[src/rtl/nvm_port_ctrl.sv]
module nvm_port_ctrl #(
  parameter int ADDR_W    = 9,
  parameter int RD_STALL  = 4,
  parameter int WR_STALL  = 2,
  parameter int ARM_WIN   = 4,
  parameter int WR_CYCLES = 16
) (
  input  logic       clk,
  input  logic       rst_n,
  input  logic [1:0] io_sel,
  input  logic       io_we,
  input  logic [7:0] io_wdata,
  output logic [7:0] io_rdata,
  output logic       cpu_halt,
  output logic       irq_ready
);
  localparam int DEPTH     = 1 << ADDR_W;
  localparam int HI_W      = ADDR_W - 8;
  localparam int STALL_MAX = (RD_STALL > WR_STALL) ? RD_STALL : WR_STALL;
  localparam int HC_W      = $clog2(STALL_MAX + 1);
  localparam int BC_W      = $clog2(WR_CYCLES + 1);
  localparam int AC_W      = $clog2(ARM_WIN + 1);

  logic [7:0]        store [DEPTH];
  logic [ADDR_W-1:0] addr_q, wr_addr;
  logic [7:0]        data_q, wr_buf;
  logic [HC_W-1:0]   halt_cnt;
  logic [BC_W-1:0]   busy_cnt;
  logic [AC_W-1:0]   arm_cnt;
  logic              rd_pend, irq_en;

  wire busy   = busy_cnt != '0;
  wire armed  = arm_cnt != '0;
  wire idle   = !busy && halt_cnt == '0;
  wire ctl_wr = io_we && io_sel == 2'd3;
  wire wr_go  = ctl_wr && io_wdata[1] && armed && idle;
  wire rd_go  = ctl_wr && !io_wdata[1] && io_wdata[0] && idle;
  wire rd_end = rd_pend && halt_cnt == HC_W'(1);
  wire commit = busy_cnt == BC_W'(1);

  assign cpu_halt  = halt_cnt != '0;
  assign irq_ready = irq_en && idle;

  always_comb begin
    case (io_sel)
      2'd0:    io_rdata = addr_q[7:0];
      2'd1:    io_rdata = 8'(addr_q[ADDR_W-1:8]);
      2'd2:    io_rdata = data_q;
      default: io_rdata = {4'b0, irq_en, armed, busy, 1'b0};
    endcase
  end

  always_ff @(posedge clk or negedge rst_n) begin
    if (!rst_n) begin
      addr_q   <= '0;
      data_q   <= '0;
      wr_addr  <= '0;
      wr_buf   <= '0;
      halt_cnt <= '0;
      busy_cnt <= '0;
      arm_cnt  <= '0;
      rd_pend  <= 1'b0;
      irq_en   <= 1'b0;
    end else begin
      if (io_we && io_sel == 2'd0 && !busy) addr_q[7:0] <= io_wdata;
      if (io_we && io_sel == 2'd1 && !busy) addr_q[ADDR_W-1:8] <= io_wdata[HI_W-1:0];

      if (rd_end)                        data_q <= store[addr_q];
      else if (io_we && io_sel == 2'd2)  data_q <= io_wdata;

      if (ctl_wr) irq_en <= io_wdata[3];

      if (ctl_wr && io_wdata[1])      arm_cnt <= '0;
      else if (ctl_wr && io_wdata[2]) arm_cnt <= AC_W'(ARM_WIN);
      else if (armed)                 arm_cnt <= arm_cnt - AC_W'(1);

      if (rd_go)         halt_cnt <= HC_W'(RD_STALL);
      else if (wr_go)    halt_cnt <= HC_W'(WR_STALL);
      else if (cpu_halt) halt_cnt <= halt_cnt - HC_W'(1);

      if (rd_go)       rd_pend <= 1'b1;
      else if (rd_end) rd_pend <= 1'b0;

      if (wr_go) begin
        busy_cnt <= BC_W'(WR_CYCLES);
        wr_addr  <= addr_q;
        wr_buf   <= data_q;
      end else if (busy) begin
        busy_cnt <= busy_cnt - BC_W'(1);
      end
    end
  end

  always_ff @(posedge clk) begin
    if (rst_n && commit) store[wr_addr] <= wr_buf;
  end

  logic [HC_W:0] halt_run;
  always_ff @(posedge clk or negedge rst_n) begin
    if (!rst_n)        halt_run <= '0;
    else if (cpu_halt) halt_run <= halt_run + 1'b1;
    else               halt_run <= '0;
  end


  halt_len_chk: assert property (@(posedge clk) disable iff (!rst_n)
    cpu_halt |-> halt_run < (HC_W+1)'(STALL_MAX));


  arm_needed_chk: assert property (@(posedge clk) disable iff (!rst_n)
    $rose(busy) |-> $past(armed));


  wr_stall_chk: assert property (@(posedge clk) disable iff (!rst_n)
    $rose(busy) |-> cpu_halt);


  addr_frozen_chk: assert property (@(posedge clk) disable iff (!rst_n)
    busy |=> $stable(addr_q));
endmodule

[config.mk]
export PLATFORM = sky130hd
export DESIGN_NAME = nvm_port_ctrl
export DESIGN_NICKNAME = d
export VERILOG_FILES = /design/src/rtl/nvm_port_ctrl.sv
export SDC_FILE = /design/constraint.sdc
export NUM_CORES = 2
export LEC_CHECK = 0
export ABC_CLOCK_PERIOD_IN_PS = 7300
export BUFFER_PORTS_ARGS = -buffer_cell sky130_fd_sc_hd__buf_2
export CAP_MARGIN = 20
export CORE_AREA = 2 2 682 684
export DETAILED_ROUTE_END_ITERATION = 8
export DIE_AREA = 0 0 684 686
export PLACE_DENSITY = 0.58
export SETUP_SLACK_MARGIN = 0.05
export SLEW_MARGIN = 20
export SYNTH_ARGS = -nofsm -noshare
export SYNTH_HDL_FRONTEND = slang
export SYNTH_SLANG_ARGS = --single-unit
[constraint.sdc]
create_clock -name clk -period 7.3 [get_ports clk]
set_clock_uncertainty 0.05 [all_clocks]
set_input_delay 1.46 -clock clk [delete_from_list [all_inputs] [get_ports clk]]
set_output_delay 1.46 -clock clk [all_outputs]
set_load 0.02 [all_outputs]
# [Yosys cells after proc, flatten, opt, wreduce, memory -nomap -nowiden]
# Memory sizes are Yosys's and may differ from the RTL's.
# Index checks and enable logic that the tools add are counted.
[classes] addsub=3 eq_ne=5 mux=15 reduce_logical=29
[ops] op="8-bit case mux with 3 select lines" n=1
[ops] op="3-bit two-way mux" n=6
[ops] op="1-bit logical AND" n=17
[ops] op="8-bit two-way mux" n=2
[ops] op="3-bit nonzero test" n=4
[ops] op="5-bit two-way mux" n=2
[ops] op="2-bit nonzero test" n=3
[ops] op="3-bit by 1-bit subtractor with 3-bit output (second input constant)" n=2
[ops] op="5-bit by 1-bit equality test with 1-bit output (second input constant)" n=1
[ops] op="5-bit nonzero test" n=1
[ops] op="5-bit by 1-bit subtractor with 5-bit output (second input constant)" n=1
[ops] op="2-bit equality test (second input constant)" n=2
[ops] op="1-bit two-way mux" n=4
[ops] op="3-bit by 1-bit equality test with 1-bit output (second input constant)" n=1
[ops] op="3-bit zero test" n=1
[ops] op="2-bit by 1-bit equality test with 1-bit output (second input constant)" n=1
[ops] op="1-bit zero test" n=2
[ops] op="2-bit zero test" n=1
[word_totals] regBits=47 ramBits=4096 input_bits=13 wordCells=63 memories=1
[memory_table] memory="store" depth=512 width=8 read_ports=1 rd_clocked_by_memory_dff=0 write_ports=1 line="24" source="logic [7:0] store [DEPTH];"

# [Depth between registers and ports, before layout]
[depth] ltp_word=7 mapped_depth=15 depth_no_buf=9

# [Worst setup path before layout]
# Ideal clock, no wire load.
[synth_path] path_type="reg-to-reg" startpoint="reg wr_buf[0]" endpoint="mem store[0][0], data pin" setup_ps=1404 t_arrival_ps=6061 t_required_ps=5846 path_slack_ps=-214 stages_incl_launch_ff=1 n_path_buf=0 synth_period_minus_slack_ps=7514 path_cell_list="dfrtp_1"
[synth_rtl] element="start: declaration" line="26" source="logic [7:0] data_q, wr_buf;"
[synth_rtl] element="start signal: assignment" line="87" source="wr_buf <= data_q;"
[synth_rtl] element="end: declaration" line="24"
# Straight into the memory's write port.

# [Worst setup path in the final report]
[layout_path] startpoint="reg addr_q[1]" endpoint="reg data_q[5]"
[layout_between] elab_chain_len=2
[layout_rtl] element="start: declaration" line="25" source="logic [ADDR_W-1:0] addr_q, wr_addr;"
[layout_rtl] element="start signal: assignment" line="65" source="if (io_we && io_sel == 2'd0 && !busy) addr_q[7:0] <= io_wdata;"
[layout_rtl] element="start signal: indexed assignment" line="66" source="if (io_we && io_sel == 2'd1 && !busy) addr_q[ADDR_W-1:8] <= io_wdata[HI_W-1:0];"
[layout_rtl] element="memory 512 x 8 bit"
[layout_rtl] element="8-bit two-way mux" line="68" source="if (rd_end) data_q <= store[addr_q];"
[layout_rtl] element="end signal: assignment" line="68"
[layout_rtl] element="end signal: assignment" line="69" source="else if (io_we && io_sel == 2'd2) data_q <= io_wdata;"
[layout_rtl] element="end: declaration" line="26"
# Every way passes these cells.
# A chain may end at the register's enable or synchronous reset.

==> key figures <==
Floorplan
  – Die width: between 600 and 700 um
  – Io pins: 23
  – Core area: around 460000 sq um
  – Die H: 686 um
  – Std-Cell Rows: 250
  – Die Area: 469000 sq um
  – Starting Density: 34.8%

Routing
  – DRT Pass-1 Iters: 6
  – Post-route ant nets: 0
  – DR vias/cell: 5.75
  – WL per Instance: around 34 um
  – Via count: 82600
  – Iter 0 DRT Violations: approximately 12000
  – Detailed-route DRC error count: 0
  – Drt total wl: 482000 um

Timing
  – Minimum clock period: 5.03 ns
  – RSZ-0062 raised after global routing: no
  – Final Hold Viols: 0
  – Actual slew at the worst max-slew pin: 1.35 ns
  – Slew Limit Fails: 0
  – # setup viols final: 0
  – Fin Setup TNS: 0 ns
  – Relative slew slack: 8.95%
  – Fmax: between 150 and 200 MHz
  – Final Cycle Share: 68.8%
  – Final worst-path setup slack: ~2.3 ns

Clocking
  – CTS Buf Count: around 420
  – CTS Hold Bufs: 0
  – Clock-pin slew on the worst setup and hold paths: 0.06 ns
  – Cts repair resizes: 0
  – CTS tree: done
  – Num Clock Sinks: 4143
  – H-tree depth: 5
  – Clk_lat worst skew: ~0.99 ns
  – Max Root-Sink Buffers: 4
  – Post-CTS Setup Inserts: 0
  – CTS root buf: clkbuf_16

Setup path
  – CP Class: register to register
  – Critical path arrival: 5.87 ns
  – Critical path required time: 8.14 ns
  – CP max FO: between 40 and 50
  – CP Launch Type: register
  – Nature of the critical path endpoint: register

Global routing
  – First-pass GRT wire length: roughly 670000 um
  – Global-route usage over all layers: between 20% and 30%
  – Vias in the first global route: 81700
  – Initial antenna violation count: 31
  – Largest net degree at the start of global routing: 230
  – GR Overflow Total: 0

Final layout
  – Final #Nets: 7833
  – Syn-to-layout area delta: 13.4%
  – Commonest non-fill, non-tap cell in the layout: edfxtp_1
  – Filler Cells Inserted: slightly above 40000
  – Sequential Area: between 100000 and 150000 sq um
  – Most frequent cells in the layout: 4096 x edfxtp_1, 938 x mux4_2, 588 x nor2_1, 429 x clkbuf_16, 278 x mux2i_1
  – Area of the multi-input gates: 34400 sq um
  – Layout cell share with drive strength beyond 1: between 20% and 30%

Power and ir drop
  – Lkg Pwr: 55.5 nW
  – PD cells: 379 nW/um^2
  – Maximum vdd ir drop: 0.393 mV

Placed design
  – Port Buf Inserts: 22
  – Dpl ws: 1.92 ns
  – Detailed placement HPWL: 286000 um
  – GP Congestion: just under 0.9

Logic synthesis
  – Syn Area/Cell: 21.1 sq um
  – Async SR Flop Fraction: 1.13%
  – Post-synth cell types: 75
  – Mux cell area share after synthesis: 15.4%
  – Post-Synth Adder-Cell Area: less than 1%
  – Mapped Cells: 7642
  – Number of synthesized flops with an enable pin: approximately 4000
  – Seq/Total Area, Yosys: 77.1%
  – Post-synthesis cell area: around 160000 sq um
  – Most used DFF post-synth: edfxtp_1
  – Synth Area in Compound Gates: 2.99%
  – Mapped Nets: 7663
  – Synth Register Bits: 4143
  – Yosys warnings: 0
  – Post-Synth Simple-Gate Area: 2.69%
  – Post-Synth XOR/XNOR Area: less than 1%
  – Largest family of logic cells by synthesized area: multiplexers

Run
  – Max-cap viol count: 0

Status
  – Status: finished, final reports clean

Hold path
  – Hold Crit Class: register to register
==> critical path: stages, from the launching register on <==
cell and delay [ns]:
dfrtp_4 1.06, buf_4 0.71, nand2b_2 0.12, buf_4 0.28
o22ai_1 0.75, a211oi_1 0.09, nor3_1 0.69, a21oi_1 0.08
a31oi_1 0.63, o221ai_1 0.25, o221ai_1 0.12
==> synthesized netlist by cell type, drive strengths merged, types with 14 or more instances <==
master / count / area share, %
a31oi: 39 / 0.15
nand3: 31 / 0.096
o221ai: 34 / 0.19
o22ai: 101 / 0.39
a22o: 22 / 0.12
a221oi: 29 / 0.16
a22oi: 141 / 0.66
nand2: 206 / 0.48
nor3: 45 / 0.14
mux2: 42 / 0.29
o21ai: 63 / 0.20
mux2i: 278 / 1.7
nor2: 601 / 1.4
nor2b: 31 / 0.12
and2: 34 / 0.13
buf: 260 / 1.2
mux4: 952 / 13
clkbuf: 218 / 0.51
a211oi: 58 / 0.27
edfxtp: 4096 / 76
and3: 14 / 0.054
dfrtp: 47 / 0.73
a21oi: 123 / 0.38
==> sequential cells by signal (all words and copies together) (netlist names) <==
name	cells
wr_addr	9
store	4096
wr_buf	8
rd_pend	1
busy_cnt	5
irq_en	1
addr_q	9
data_q	8
arm_cnt	3
halt_cnt	3
==> worst paths after layout <==
kind / startpoint / end / slack [ns] / depth (start not counted)
worst max register to register: addr_q[1] / data_q[5] / 2.27 / 10
worst min-delay path: rd_pend / rd_pend / 0.46 / 2
worst max-delay path: addr_q[1] / data_q[5] / 2.27 / 10
min in group asynchronous: rst_n / busy_cnt[2] / 0.55 / 2
worst min register to register: rd_pend / rd_pend / 0.46 / 2
max in group asynchronous: rst_n / wr_buf[6] / 6.02 / 2
==> layer usage <==
| metal | GRT usage (%) | vias up | part of all wire, % |
|---|---|---|---|
| met1 | 27.4 | 44700 | 39 |
| met2 | 31.2 | 4840 | 46 |
| met3 | 5.00 | 823 | 11 |
| met4 | 7.20 | 12 | 3.8 |
| met5 | 0 | - | 0.013 |
| li1 | - | 32200 | - |
==> logic make-up (layout without fill, tap and decap cells) <==
group,count (synthesis),after routing
buffers and inverters,492,1029
adders and majority gates,8,8
muxes,1272,1272
AOI/OAI and AO/OA,699,699
and+or+nand+nor,1026,1026
other,0,12
DFF,4143,4143
xor gates and xnor gates,2,2
==> stage by stage <==
stage          hold WS [ns]  total power, mW  util, %  cells  area, sq um
2_1_floorplan         0.414             39.3        -   7642       161000
3_3_place_gp          0.430             47.4     36.5  13600       168000
3_5_place_dp          0.444             47.5     36.5  13600       168000
4_1_cts               0.460             69.2     39.5  14400       182000
5_1_grt               0.479             70.8     39.5  14400       183000
6_report              0.462             69.2     39.5  14400       183000
==> final cells by class <==
| class | count | area share, % |
|---|---|---|
| timing repair buffer | 225 | 1.17 |
| sequential | 4143 | 68.0 |
| inverter | 14 | 0.0349 |
| antenna | 12 | 0.0164 |
| tap | 6174 | 4.23 |
| clock buffer | 513 | 6.08 |
| multi-input combinational | 3007 | 18.8 |
| clock inverter | 277 | 1.59 |
==> report_power, final <==
| part | internal [mW] | switching [mW] | total (mW) |
|---|---|---|---|
| Clock | 12.7 | 9.26 | 21.9 |
| Sequential | 26.8 | 0.519 | 27.3 |
| Combinational | 7.00 | 12.9 | 19.9 |
Note: power is estimated with default switching activity, not from simulation.
